File: src/rtl/sclkrst_pkg.sv
package sclkrst_pkg;

  typedef enum logic [1:0] {
    SEQ_IDLE = 2'd0,
    SEQ_ONE  = 2'd1,
    SEQ_TWO  = 2'd2
  } seq_e;

endpackage

File: src/rtl/sclkrst_sync.sv
// Synchronizes the serial clock and flags its edges. The level used for
// counting is one flop behind the synchronizer output so that edges and
// counting line up.
module sclkrst_sync #(
  parameter int STAGES = 2
) (
  input  logic clk,
  input  logic rst_n,
  input  logic sclk,
  output logic lvl,
  output logic rise,
  output logic fall
);

  logic [STAGES-1:0] chain;
  logic              dly;

  always_ff @(posedge clk or negedge rst_n) begin
    if (!rst_n) begin
      chain <= '0;
      dly   <= 1'b0;
    end else begin
      chain <= {chain[STAGES-2:0], sclk};
      dly   <= chain[STAGES-1];
    end
  end

  assign lvl  = dly;
  assign rise = chain[STAGES-1] & ~dly;
  assign fall = ~chain[STAGES-1] & dly;

endmodule

File: src/rtl/sclkrst_meter.sv
// Saturating run-length counter: loads 1 on start, then counts each cycle
// the watched level stays active, stopping at the all-ones value.
module sclkrst_meter #(
  parameter int CW         = 11,
  parameter bit RESET_FULL = 1'b0
) (
  input  logic          clk,
  input  logic          rst_n,
  input  logic          start,
  input  logic          active,
  output logic [CW-1:0] len
);

  localparam logic [CW-1:0] TOP = {CW{1'b1}};
  localparam logic [CW-1:0] ONE = CW'(1);
  localparam logic [CW-1:0] RST = RESET_FULL ? TOP : '0;

  always_ff @(posedge clk or negedge rst_n) begin
    if (!rst_n)                    len <= RST;
    else if (start)                len <= ONE;
    else if (active && len != TOP) len <= len + ONE;
  end

endmodule

File: src/rtl/sclkrst_seq.sv
// Pulse sequencer: judges every finished high pulse against the window
// for the current position and fires the request on the third.
module sclkrst_seq
  import sclkrst_pkg::*;
#(
  parameter int CW      = 11,
  parameter int P1_MIN  = 300,
  parameter int P1_MAX  = 500,
  parameter int P2_MIN  = 550,
  parameter int P2_MAX  = 750,
  parameter int P3_MIN  = 1050,
  parameter int P3_MAX  = 1250,
  parameter int GAP_MIN = 5
) (
  input  logic          clk,
  input  logic          rst_n,
  input  logic          rise,
  input  logic          fall,
  input  logic [CW-1:0] hi_len,
  input  logic [CW-1:0] lo_len,
  output logic          fire,
  output seq_e          state
);

  localparam logic [CW-1:0] A_LO = CW'(P1_MIN);
  localparam logic [CW-1:0] A_HI = CW'(P1_MAX);
  localparam logic [CW-1:0] B_LO = CW'(P2_MIN);
  localparam logic [CW-1:0] B_HI = CW'(P2_MAX);
  localparam logic [CW-1:0] C_LO = CW'(P3_MIN);
  localparam logic [CW-1:0] C_HI = CW'(P3_MAX);
  localparam logic [CW-1:0] G_LO = CW'(GAP_MIN);

  logic gap_ok;
  logic fit_a, fit_b, fit_c;
  seq_e nxt;
  logic nxt_fire;

  assign fit_a = (hi_len > A_LO) && (hi_len < A_HI);
  assign fit_b = (hi_len > B_LO) && (hi_len < B_HI);
  assign fit_c = (hi_len > C_LO) && (hi_len < C_HI);

  always_comb begin
    nxt      = state;
    nxt_fire = 1'b0;
    if (fall) begin
      unique case (state)
        SEQ_ONE: begin
          if (gap_ok && fit_b) nxt = SEQ_TWO;
          else if (fit_a)      nxt = SEQ_ONE;
          else                 nxt = SEQ_IDLE;
        end
        SEQ_TWO: begin
          if (gap_ok && fit_c) begin
            nxt      = SEQ_IDLE;
            nxt_fire = 1'b1;
          end else if (fit_a) nxt = SEQ_ONE;
          else                nxt = SEQ_IDLE;
        end
        default: nxt = fit_a ? SEQ_ONE : SEQ_IDLE;
      endcase
    end
  end

  always_ff @(posedge clk or negedge rst_n) begin
    if (!rst_n) begin
      state  <= SEQ_IDLE;
      fire   <= 1'b0;
      gap_ok <= 1'b0;
    end else begin
      state <= nxt;
      fire  <= nxt_fire;
      if (rise) gap_ok <= (lo_len > G_LO);
    end
  end

endmodule

File: src/rtl/sclk_reset_detect.sv
module sclk_reset_detect
  import sclkrst_pkg::*;
#(
  parameter int SYNC_STAGES = 2,
  parameter int P1_MIN      = 300,
  parameter int P1_MAX      = 500,
  parameter int P2_MIN      = 550,
  parameter int P2_MAX      = 750,
  parameter int P3_MIN      = 1050,
  parameter int P3_MAX      = 1250,
  parameter int GAP_MIN     = 5
) (
  input  logic       clk,
  input  logic       rst_n,
  input  logic       sclk,
  output logic       rst_req,
  output logic [1:0] seq_state
);

  localparam int CNT_W = $clog2(P3_MAX + 2);

  logic             sclk_lvl, sclk_rise, sclk_fall;
  logic [CNT_W-1:0] hi_len, lo_len;
  seq_e             st;

  sclkrst_sync #(.STAGES(SYNC_STAGES)) u_sync (
    .clk (clk), .rst_n(rst_n), .sclk(sclk),
    .lvl (sclk_lvl), .rise(sclk_rise), .fall(sclk_fall)
  );

  sclkrst_meter #(.CW(CNT_W), .RESET_FULL(1'b0)) u_hi (
    .clk(clk), .rst_n(rst_n), .start(sclk_rise), .active(sclk_lvl), .len(hi_len)
  );

  sclkrst_meter #(.CW(CNT_W), .RESET_FULL(1'b1)) u_lo (
    .clk(clk), .rst_n(rst_n), .start(sclk_fall), .active(~sclk_lvl), .len(lo_len)
  );

  sclkrst_seq #(
    .CW(CNT_W),
    .P1_MIN(P1_MIN), .P1_MAX(P1_MAX),
    .P2_MIN(P2_MIN), .P2_MAX(P2_MAX),
    .P3_MIN(P3_MIN), .P3_MAX(P3_MAX),
    .GAP_MIN(GAP_MIN)
  ) u_seq (
    .clk(clk), .rst_n(rst_n), .rise(sclk_rise), .fall(sclk_fall),
    .hi_len(hi_len), .lo_len(lo_len), .fire(rst_req), .state(st)
  );

  assign seq_state = st;

endmodule

File: config.mk
export PLATFORM = sky130hd
export DESIGN_NAME = sclk_reset_detect
export DESIGN_NICKNAME = d
export VERILOG_FILES = /design/src/rtl/sclkrst_pkg.sv /design/src/rtl/sclkrst_sync.sv /design/src/rtl/sclkrst_meter.sv /design/src/rtl/sclkrst_seq.sv /design/src/rtl/sclk_reset_detect.sv
export SDC_FILE = /design/constraint.sdc
export NUM_CORES = 1
export LEC_CHECK = 0
export BUFFER_PORTS_ARGS = -buffer_cell sky130_fd_sc_hd__buf_2
export CAP_MARGIN = 20
export CORE_MARGIN = 2
export CORE_UTILIZATION = 39
export DETAILED_ROUTE_END_ITERATION = 10
export PLACE_DENSITY = 0.6
export SETUP_SLACK_MARGIN = 0.3
export SLEW_MARGIN = 10
export SYNTH_ARGS = -nofsm -noshare
export SYNTH_HDL_FRONTEND = slang
export SYNTH_SLANG_ARGS = --single-unit
File: constraint.sdc
create_clock -name clk -period 1.5 [get_ports clk]
set_clock_uncertainty 0.05 [all_clocks]
set_input_delay 0.225 -clock clk [delete_from_list [all_inputs] [get_ports clk]]
set_output_delay 0.225 -clock clk [all_outputs]
set_load 0.02 [all_outputs]
==> qor.yml <==
cts:
  htreeDepth: 2
  numCtsBuffers: 5
  tritoncts: "yes"
  clk_latency_ps: 290
  clk_path_buf_depth: 2
  path_clk_slew_ps: 70
  cts_root_buffer: "clkbuf_8"
  clkSinkCount: 29
critical_path:
  critPathKind: "reg -> reg"
  slowest_stage: "dfrtp_2"
  r2r_slack_ps: -80
  crit_chain: "or3b_1 > a311o_1 > a32oi_1 > a41oi_1"
  crit_path_end_kind: "register"
  critPathMaxFanout: 4
  required_ps: 1610
  cp.arrival_ps: 1690
  path_delay_family: "compound AO/OA/AOI/OAI gates"
  start_kind: "register"
  crit_path_max_incr_delay_ps: 440
  crit_buf_inv: 0
detailed_routing:
  drcViolationCount: 0
  vias: 1721
  via_per_inst: 5.91
  wl_per_cell_um: 17.7
  wirelength_mm: 5.16
  initialDrtViolationCount: 113
  dr.pass1.iters: 4
  ant_nets: 0
outcome:
  status: "finished, violations left"
  violations: "negative setup slack"
synthesis:
  synthFlopType: "dfrtp_1"
  synth_fp_nets: 183
  synthCells: 174
  synth_cell_types: 53
  synth-edff-count: 0
  ys_ff_latch: 29
  netlist_area_um2: 1710
  synth_warnings: 0
  synthArstFlopShare_pct: 100
  synth_seq_area_share_pct: 43.3
  syn_avg_cell_area_um2: 9.81
timing:
  finalCriticalPeriod_ps: 1580
  tightest_slew_ps: 367
  maxSlewViolCount: 0
  relSlewSlack_pct: 75.5
  hold_ws_ps: 303
  finalHoldViolations: 0
  finalWorstSetupSlack_ps: -79.5
  setup_viol: 10
  rsz0062_at_grt: "true"
  fmax_mhz: 633
  finalCritPeriodShare_pct: 105
finish:
  fillCellCount: 304
  nNetsFinal: 247
  syn_to_final_growth_pct: 62.0
  antenna_cells: 0
  fin_area_um2: 2770
  drive_gt1_share_pct: 62.3
place:
  hpwl_mm: 3.03
  place_area_um2: 2070
  place_congestion: 0.886
  port_buffers: 5
floorplanning:
  die-area_um2: 4920
  rows: 24
  initial_core_util_pct: 39.7
  io_pins: 6
  die_h_um: 70.2
  core_area_um2: 4290
  die_w_um: 70.2
pwr:
  p_per_area_nw_per_um2: 910
  leakagePower_nw: 1.15
  max-vdd-ir-drop_mv: 0.506
global_route:
  first_global_vias: 1746
  grt_usage_pct: 21.3
  grt_start_max_net_pins: 17
  grt_overflow: 0
  antenna_found_initial: 0
  grt_pass1_wl_mm: 8.29
min_path:
  hold_path.class: "reg -> reg"
run:
  cap_violations: 0
final cells by class:
class	count	area, um2	area share, %
Multi-Input combinational cell	128	1220	44.3
Clock buffer	7	96.3	3.48
Inverter	7	26.3	0.950
Clock inverter	1	5.00	0.181
Sequential cell	29	749	27.1
Timing Repair Buffer	67	598	21.6
Tap cell	52	65.1	2.35
cells in the final DEF, fill, tap and decap left out, types with 2 or more instances in the layout:
master / n
nor3_2: 4
o21ai_2: 2
nand2_2: 2
o31ai_1: 2
a41oi_2: 4
ha_1: 2
a21oi_2: 3
nand3_1: 3
buf_4: 42
dlygate4sd3_1: 2
buf_6: 14
nor2_1: 5
and3_2: 2
nor4_4: 2
nor3_1: 3
clkbuf_8: 7
dfrtp_2: 8
dfstp_2: 11
nor2_4: 2
nand4_1: 6
dfrtp_1: 10
nand3_4: 3
o21ai_0: 2
o211ai_1: 3
and4_4: 2
nand2_1: 18
buf_2: 5
or3_1: 2
buf_12: 4
nand3_2: 6
a41oi_1: 2
inv_1: 6
mux2i_1: 8
nor4_1: 2
ha_4: 4
through the flow:
step	power, W	cells	utilization (%)	setup TNS (ps)	setup WS [ps]
2_1_floorplan	0.00121	174	-	-19.0	-10.9
3_3_place_gp	0.00136	254	48.2	-71.6	-29.7
3_5_place_dp	0.00139	254	48.2	-301	-69.1
4_1_cts	0.00237	281	60.2	-333	-63.1
5_1_grt	0.00262	291	64.4	-1490	-163
6_report	0.00252	291	64.4	-493	-79.5
registers in the layout, indices dropped and copies added (netlist names):
name and cells:
u_sync.lvl 1, u_seq.fire 1, u_lo.len 11, u_seq.state 2
u_hi.len 11, u_seq.gap_ok 1, u_sync.chain 2
layer usage:
metal | GRT usage [%] | wire length [um]
met5 | 0 | 0
met4 | 8.33 | 100
met3 | 5.34 | 206
met2 | 35.7 | 2660
met1 | 26.2 | 2200
report_power, final:
group | internal (W) | total [W] | switching, W
combinational | 0.000461 | 0.000797 | 0.000336
sequential | 0.000867 | 0.000993 | 0.000126
clock | 0.000414 | 0.000726 | 0.000311
total | 0.00174 | 0.00252 | 0.000773
worst paths after layout:
kind,startpoint,end,depth (start not counted)
hold / removal,u_sync.chain[0],u_sync.chain[1],0
hold reg to reg,u_sync.chain[0],u_sync.chain[1],0
min in group asynchronous,rst_n,u_hi.len[1],2
setup / recovery,u_hi.len[0],u_seq.state[0],4
setup reg to reg,u_hi.len[0],u_seq.state[0],4
max in group asynchronous,rst_n,u_lo.len[4],3
worst register-to-register path: cells and delay by family (launching register included):
kind	cells	cell delay, ps
AOI/OAI and AO/OA	3	560
DFF	1	440
and+or+nand+nor	1	390
logic make-up (layout without fill, tap and decap cells):
group / count (synthesis) / in the layout / share of synthesized area (%)
xor gates and xnor gates: 2 / 2 / 1.03
buffers and inverters: 17 / 82 / 5.57
muxes: 9 / 9 / 5.35
adders and majority gates: 6 / 6 / 4.40
AOI/OAI and AO/OA: 35 / 35 / 16.4
DFF: 29 / 29 / 43.3
and+or+nand+nor: 76 / 76 / 23.9
cell usage after synthesis, types with 2 or more instances:
cell,count,area (um2)
a21oi_1,3,15.0
a31oi_1,2,12.5
a41oi_1,6,52.6
and3_1,3,18.8
buf_2,4,20.0
buf_6,3,33.8
clkbuf_1,2,7.51
dfrtp_1,18,450
dfstp_2,11,289
ha_1,6,75.1
inv_1,7,26.3
mux2i_1,8,80.1
nand2_1,20,75.1
nand3_1,11,55.1
nand4_1,6,37.5
nor2_1,8,30.0
nor2b_1,2,12.5
nor3_1,8,40.0
nor4_1,5,31.3
o211ai_1,3,22.5
o21ai_0,4,20.0
o31ai_1,2,15.0
or3_1,2,12.5
repair_timing:
action | in CTS | in global routing
endpoints found under the hold margin | 12 | 0
buffers inserted | 17 | 10
endpoints found under the setup margin | 26 | 27
hold buffers | 2 | 0
resized for setup | 49 | 24
pin swaps | 27 | 12
Note: power is estimated with default switching activity, not from simulation.
